**config.mk**
```make
export PLATFORM = sky130hd
export DESIGN_NAME = sr_seq
export DESIGN_NICKNAME = d
export VERILOG_FILES = /design/src/rtl/sr_seq_pkg.sv /design/src/rtl/sr_seq_timer.sv /design/src/rtl/sr_seq_fsm.sv /design/src/rtl/sr_seq_outreg.sv /design/src/rtl/sr_seq.sv
export SDC_FILE = /design/constraint.sdc
export NUM_CORES = 1
export LEC_CHECK = 0
export BUFFER_PORTS_ARGS = -buffer_cell sky130_fd_sc_hd__clkbuf_2
export CAP_MARGIN = 10
export CORE_AREA = 2 2 53 55
export CTS_CLUSTER_DIAMETER = 50
export CTS_CLUSTER_SIZE = 30
export DETAILED_ROUTE_END_ITERATION = 10
export DIE_AREA = 0 0 55 57
export PLACE_DENSITY = 0.79
export SKIP_LAST_GASP = 1
export SYNTH_ARGS = -nofsm -noshare
export SYNTH_HDL_FRONTEND = slang
export SYNTH_SLANG_ARGS = --single-unit
```
**constraint.sdc**
```tcl
create_clock -name clk -period 3 [get_ports clk]
set_input_delay 0.3 -clock clk [delete_from_list [all_inputs] [get_ports clk]]
set_output_delay 0.3 -clock clk [all_outputs]
set_load 0.005 [all_outputs]
```
**src/rtl/sr_seq_pkg.sv**
```systemverilog
package sr_seq_pkg;

  typedef enum logic [2:0] {
    ST_IDLE      = 3'd0,
    ST_ENTER     = 3'd1,
    ST_IN_SR     = 3'd2,
    ST_WAIT_CLK  = 3'd3,
    ST_XSNR_NOP  = 3'd4,
    ST_DLL_RESET = 3'd5,
    ST_DLL_LOCK  = 3'd6
  } sr_state_e;

  // {cs_n, ras_n, cas_n, we_n}
  typedef logic [3:0] sdr_cmd_t;

  localparam sdr_cmd_t CMD_NOP     = 4'b0111;
  localparam sdr_cmd_t CMD_DESEL   = 4'b1111;
  localparam sdr_cmd_t CMD_REFRESH = 4'b0001;
  localparam sdr_cmd_t CMD_LOADMR  = 4'b0000;

endpackage

```
**src/rtl/sr_seq_timer.sv**
```systemverilog
module sr_seq_timer #(
  parameter int W = 8
) (
  input  logic         clk,
  input  logic         rst,
  input  logic         load,
  input  logic [W-1:0] load_val,
  input  logic         dec,
  output logic         zero
);

  logic [W-1:0] cnt_q;

  always_ff @(posedge clk) begin
    if (rst)       cnt_q <= '0;
    else if (load) cnt_q <= load_val;
    else if (dec)  cnt_q <= cnt_q - W'(1);
  end

  assign zero = (cnt_q == '0);

  // the sequencer never asks for a count below zero
  a_r6_no_underflow: assert property (@(posedge clk) disable iff (rst)
    dec |-> (cnt_q != '0));

endmodule

```
**src/rtl/sr_seq_fsm.sv**
```systemverilog
module sr_seq_fsm
  import sr_seq_pkg::*;
#(
  parameter int XW       = 8,
  parameter int TW       = 8,
  parameter int LOCK_CYC = 200
) (
  input  logic          clk,
  input  logic          rst,
  input  logic          enter_req,
  input  logic          exit_req,
  input  logic          clk_stable,
  input  logic          banks_idle,
  input  logic [XW-1:0] txsnr_cycles,
  input  logic          tmr_zero,
  output sr_state_e     state_d,
  output logic          tmr_load,
  output logic [TW-1:0] tmr_val,
  output logic          tmr_dec
);

  localparam logic [TW-1:0] LOCK_LOAD = TW'(LOCK_CYC - 1);

  sr_state_e     state_q;
  logic          pend_q;
  logic [TW-1:0] xs_ext;

  always_comb begin
    xs_ext            = '0;
    xs_ext[XW-1:0]    = txsnr_cycles;
  end

  always_comb begin
    state_d  = state_q;
    tmr_load = 1'b0;
    tmr_val  = '0;
    tmr_dec  = 1'b0;
    unique case (state_q)
      ST_IDLE:      if ((enter_req || pend_q) && banks_idle) state_d = ST_ENTER;
      ST_ENTER:     state_d = ST_IN_SR;
      ST_IN_SR:     if (exit_req) state_d = ST_WAIT_CLK;
      ST_WAIT_CLK:  if (clk_stable) begin
                      state_d  = ST_XSNR_NOP;
                      tmr_load = 1'b1;
                      tmr_val  = (xs_ext == '0) ? '0 : xs_ext - TW'(1);
                    end
      ST_XSNR_NOP:  if (tmr_zero) state_d = ST_DLL_RESET;
                    else          tmr_dec = 1'b1;
      ST_DLL_RESET: begin
                      state_d  = ST_DLL_LOCK;
                      tmr_load = 1'b1;
                      tmr_val  = LOCK_LOAD;
                    end
      ST_DLL_LOCK:  if (tmr_zero) state_d = ST_IDLE;
                    else          tmr_dec = 1'b1;
      default:      state_d = ST_IDLE;
    endcase
  end

  always_ff @(posedge clk) begin
    if (rst) begin
      state_q <= ST_IDLE;
      pend_q  <= 1'b0;
    end else begin
      state_q <= state_d;
      if (state_q == ST_IDLE) pend_q <= (enter_req || pend_q) && !banks_idle;
      else                    pend_q <= 1'b0;
    end
  end

  // no entry while banks are still open
  a_r3_hold_until_idle: assert property (@(posedge clk) disable iff (rst)
    (state_q == ST_IDLE && !banks_idle) |=> (state_q == ST_IDLE));

  // the exit waits for a stable clock
  a_r5_wait_for_clock: assert property (@(posedge clk) disable iff (rst)
    (state_q == ST_WAIT_CLK && !clk_stable) |=> (state_q == ST_WAIT_CLK));

  // the lock window is not cut short
  a_r8_lock_window: assert property (@(posedge clk) disable iff (rst)
    (state_q == ST_DLL_LOCK && !tmr_zero) |=> (state_q == ST_DLL_LOCK));

  // idle only leaves towards entry
  a_r9_exit_ignored: assert property (@(posedge clk) disable iff (rst)
    (state_q == ST_IDLE) |=> (state_q == ST_IDLE || state_q == ST_ENTER));

endmodule

```
**src/rtl/sr_seq_outreg.sv**
```systemverilog
module sr_seq_outreg
  import sr_seq_pkg::*;
#(
  parameter int ADDR_W      = 13,
  parameter int BANK_W      = 2,
  parameter int DLL_RST_BIT = 8
) (
  input  logic              clk,
  input  logic              rst,
  input  sr_state_e         state_d,
  output logic              cke,
  output logic              cs_n,
  output logic              ras_n,
  output logic              cas_n,
  output logic              we_n,
  output logic [BANK_W-1:0] ba,
  output logic [ADDR_W-1:0] addr,
  output logic              busy,
  output logic              in_self_refresh,
  output logic              read_allowed
);

  localparam logic [ADDR_W-1:0] DLL_OPCODE = ADDR_W'(1) << DLL_RST_BIT;

  sdr_cmd_t          cmd_d;
  logic              cke_d;
  logic [ADDR_W-1:0] addr_d;

  always_comb begin
    cmd_d  = CMD_NOP;
    cke_d  = 1'b1;
    addr_d = '0;
    unique case (state_d)
      ST_ENTER:     begin cmd_d = CMD_REFRESH; cke_d = 1'b0; end
      ST_IN_SR,
      ST_WAIT_CLK:  begin cmd_d = CMD_DESEL;   cke_d = 1'b0; end
      ST_DLL_RESET: begin cmd_d = CMD_LOADMR;  addr_d = DLL_OPCODE; end
      default:      cmd_d = CMD_NOP;
    endcase
  end

  always_ff @(posedge clk) begin
    if (rst) begin
      {cs_n, ras_n, cas_n, we_n} <= CMD_NOP;
      cke             <= 1'b1;
      ba              <= '0;
      addr            <= '0;
      busy            <= 1'b0;
      in_self_refresh <= 1'b0;
      read_allowed    <= 1'b1;
    end else begin
      {cs_n, ras_n, cas_n, we_n} <= cmd_d;
      cke             <= cke_d;
      ba              <= '0;
      addr            <= addr_d;
      busy            <= (state_d != ST_IDLE);
      in_self_refresh <= !cke_d;
      read_allowed    <= (state_d == ST_IDLE);
    end
  end

  // clock enable only drops together with the refresh encoding
  a_r2_entry_cmd: assert property (@(posedge clk) disable iff (rst)
    $fell(cke) |-> ({cs_n, ras_n, cas_n, we_n} == CMD_REFRESH));

  // the first cycle with the clock enable back up is a NOP
  a_r6_nop_after_wake: assert property (@(posedge clk) disable iff (rst)
    $rose(cke) |-> ({cs_n, ras_n, cas_n, we_n} == CMD_NOP));

endmodule

```
**src/rtl/sr_seq.sv**
```systemverilog
module sr_seq
  import sr_seq_pkg::*;
#(
  parameter int ADDR_W      = 13,
  parameter int BANK_W      = 2,
  parameter int XSNR_W      = 8,
  parameter int LOCK_CYC    = 200,
  parameter int DLL_RST_BIT = 8
) (
  input  logic              clk,
  input  logic              rst,
  input  logic              enter_req,
  input  logic              exit_req,
  input  logic              clk_stable,
  input  logic              banks_idle,
  input  logic [XSNR_W-1:0] txsnr_cycles,
  output logic              cke,
  output logic              cs_n,
  output logic              ras_n,
  output logic              cas_n,
  output logic              we_n,
  output logic [BANK_W-1:0] ba,
  output logic [ADDR_W-1:0] addr,
  output logic              busy,
  output logic              in_self_refresh,
  output logic              read_allowed
);

  localparam int LOCK_W = $clog2(LOCK_CYC + 1);
  localparam int TMR_W  = (XSNR_W > LOCK_W) ? XSNR_W : LOCK_W;

  sr_state_e        state_d;
  logic             tmr_load, tmr_dec, tmr_zero;
  logic [TMR_W-1:0] tmr_val;

  sr_seq_fsm #(
    .XW(XSNR_W), .TW(TMR_W), .LOCK_CYC(LOCK_CYC)
  ) fsm_i (
    .clk(clk), .rst(rst),
    .enter_req(enter_req), .exit_req(exit_req),
    .clk_stable(clk_stable), .banks_idle(banks_idle),
    .txsnr_cycles(txsnr_cycles), .tmr_zero(tmr_zero),
    .state_d(state_d), .tmr_load(tmr_load),
    .tmr_val(tmr_val), .tmr_dec(tmr_dec)
  );

  sr_seq_timer #(.W(TMR_W)) timer_i (
    .clk(clk), .rst(rst), .load(tmr_load),
    .load_val(tmr_val), .dec(tmr_dec), .zero(tmr_zero)
  );

  sr_seq_outreg #(
    .ADDR_W(ADDR_W), .BANK_W(BANK_W), .DLL_RST_BIT(DLL_RST_BIT)
  ) outreg_i (
    .clk(clk), .rst(rst), .state_d(state_d),
    .cke(cke), .cs_n(cs_n), .ras_n(ras_n), .cas_n(cas_n), .we_n(we_n),
    .ba(ba), .addr(addr), .busy(busy),
    .in_self_refresh(in_self_refresh), .read_allowed(read_allowed)
  );

endmodule

```
==> results.ini <==
[timing]
min_period_ns = 2.15
finalSetupViolCount = 0
relSlewSlack_pct = 50.8
maxSlewViolCount = 0
worst_pin_slew_ns = 0.736
min_period_over_period_pct = 71.5
rsz0062_at_grt = false
setup_tns_ns = 0
fin_skew_ns = 0.0118
max_freq_ghz = 0.466
hold_viol_final = 0

[floorplanning]
die-area_um2 = 3140
start_util_pct = 52.1
rows = 19
die_y_um = 57
dieWidth_um = 55
core_um2 = 2620
ios = 37

[synthesis]
syn_area_um2 = 1360
yosysUniqueCellTypes = 50
synth_flop_cell = dfxtp_1
synth_seq_area_share_pct = 29.4
syn_inst = 164
synth-simple-area-share_pct = 28.1
synthMuxAreaShare_pct = 0
synth_fa_ha_area_share_pct = 1.84
synth_compound_area_share_pct = 26.5
synth.avg_cell_area_um2 = 8.31
synth_edf_count = 0
synth-seq-cells = 20
synth-xor-area-share_pct = 0
async_reset_ff_share_pct = 0
synth-warning-count = 0
synth_top_family_by_area = simple AND/OR/NAND/NOR gates

[hold_path]
hold_class = in2reg

[place]
dp_hpwl_mm = 2.24
gp_congestion = 0.873
port_buffers = 22
placedCellCount = 207

[clock_tree]
cts_root_buf = clkbuf_4
numClockSinks = 20
cts_tree = yes
post_cts_buffers = 0
post_cts_resized = 0
clockBufferDepth = 2
insertion_delay_ns = 0.30
cts_hold_buf = 0
path_clk_slew_ns = 0.12
htree_num_levels = 1
numCtsBuffers = 3

[layout]
instances_no_fill = 211
antenna-diode-count = 0
syn_to_final_growth_pct = 7.53
num-fill-cells = 252
final-seq-area_um2 = 400
fin_nets = 197
drive_above_1_share_pct = 18.9
final_core_utilization_pct = 56.0
multiInputGateArea_um2 = 822

[power]
peakVddDrop_mv = 0.417
p_leak_nw = 0.586
p_per_area_nw_per_um2 = 418

[global_route]
grt_pass1_vias = 1134
track_usage_pct = 20.7
antenna_found_initial = 0
grt.overflow.total = 0
grt_first_pass_wirelength_mm = 4.89
grt_start_max_net_pins = 17

[worst_setup_path]
worstPathRequired_ns = 3.18
end_kind = flip-flop
cp.arrival_ns = 2.33
cp-start-kind = flip-flop
critPathMaxFanout = 9
crit_type = reg2reg

[status]
status = complete, no violations

[route]
wirelength_mm = 2.90
initialDrtViolationCount = 24
vias = 1235
drtAntennaViolNets = 0
wl_per_cell_um = 13.7
route.detailed.drc = 0
vias_per_cell = 5.85
dr.pass1.iters = 4

[run]
cap_violations = 0

-- per-stage QoR --
step / total power [mW] / area, µm² / hold slack [ns] / setup slack, ns
detailed placement: 0.401 / 1410 / 0.500 / 0.885
global route: 0.643 / 1470 / 0.156 / 0.683
global placement: 0.397 / 1410 / 0.487 / 1.01
CTS: 0.615 / 1470 / 0.164 / 0.856
floorplan: 0.380 / 1410 / 0.377 / 1.18
finish: 0.612 / 1470 / 0.170 / 0.854
-- cell families (layout without fill, tap and decap cells) --
logic type               Yosys count  count (layout)
other                              1              14
adder cells (fa/ha/maj)            2               2
AND/OR/NAND/NOR                   58              58
flip-flops                        20              20
AO/OA/AOI/OAI                     50              50
buffers and inverters             33              36
-- metal layers --
layer | GRT usage, % | part of all wire, % | up-vias
met2 | 35.2 | 52 | 40
met5 | 0 | 0 | -
li1 | - | - | 620
met1 | 25.1 | 41 | 571
met3 | 2.62 | 4.8 | 4
met4 | 9.76 | 1.8 | 0
-- worst paths after layout --
check | start | endpoint | slack [ns] | cells after the start
max | timer_i.cnt_q[0] | outreg_i.busy | 0.85 | 6
min | banks_idle | fsm_i.pend_q | 0.17 | 2
max reg2reg | timer_i.cnt_q[0] | outreg_i.busy | 0.85 | 6
min reg2reg | timer_i.cnt_q[1] | timer_i.cnt_q[1] | 0.53 | 2
-- sequential cells by signal, summed over array words and instances, names as in the netlist --
register	count
outreg_i.addr	1
fsm_i.pend_q	1
outreg_i.cas_n	1
outreg_i.cs_n	1
timer_i.cnt_q	8
fsm_i.state_q	3
outreg_i.we_n	1
outreg_i.busy	1
outreg_i.cke	1
outreg_i.read_allowed	1
outreg_i.in_self_refresh	1
-- layout make-up --
cell class                      instances  share of cell area (%)
Clock buffer                            3                    1.54
Clock inverter                          1                    2.05
Inverter                                9                    2.31
Multi-Input combinational cell        124                    56.1
Sequential cell                        20                    27.3
Tap cell                               31                    2.65
Timing Repair Buffer                   23                    8.03
-- report_power, final --
part / switching, mW / internal [mW] / total [mW]
Clock: 0.0820 / 0.135 / 0.217
Combinational: 0.0539 / 0.0444 / 0.0983
Sequential: 0.0138 / 0.283 / 0.297
Total: 0.150 / 0.462 / 0.612
-- placed cells by master (no fill, tap or decap), types with 2 or more instances in the layout --
cell,count
conb_1,14
and4b_1,2
dfxtp_1,20
a21o_1,2
o21ai_0,8
o22ai_1,2
or3_1,3
a31oi_1,5
nor3_1,8
nor3b_1,2
a211oi_1,10
clkbuf_2,22
nand3_1,6
ha_1,2
nand3b_1,2
nand2_1,2
inv_1,9
nand2b_1,4
a21oi_1,7
nor4b_1,2
nor2_1,8
nand4b_1,3
nor4_1,3
o21a_1,2
nor2b_1,5
clkbuf_4,3
-- synthesized netlist by cell type, types with 2 or more instances --
| library cell | n | share of area, % |
|---|---|---|
| nor2b_1 | 5 | 2.3 |
| ha_1 | 2 | 1.8 |
| a21o_1 | 2 | 1.1 |
| dfxtp_1 | 20 | 29 |
| nor4_1 | 3 | 1.4 |
| nor2_1 | 8 | 2.2 |
| o22ai_1 | 2 | 0.92 |
| o21ai_0 | 8 | 2.9 |
| a31oi_1 | 5 | 2.3 |
| o21a_1 | 2 | 1.1 |
| nand3b_1 | 2 | 1.1 |
| nand2b_1 | 4 | 1.8 |
| nand2_1 | 2 | 0.55 |
| nand3_1 | 6 | 2.2 |
| nor3b_1 | 2 | 1.1 |
| nand4b_1 | 3 | 1.9 |
| inv_1 | 9 | 2.5 |
| or3_1 | 3 | 1.4 |
| nor3_1 | 8 | 2.9 |
| nor4b_1 | 2 | 1.3 |
| a21oi_1 | 7 | 2.6 |
| and4b_1 | 2 | 1.5 |
| clkbuf_1 | 5 | 1.4 |
| buf_4 | 17 | 9.4 |
| a211oi_1 | 10 | 5.5 |
-- critical path, cell delays in order, from the launching register on --
cell      delay [ns]
dfxtp_1         0.36
inv_1           0.07
ha_1            0.25
nor4b_4         0.42
a21o_1          0.37
a311oi_4        0.17
or3_1           0.39
Note: power is estimated with default switching activity, not from simulation.
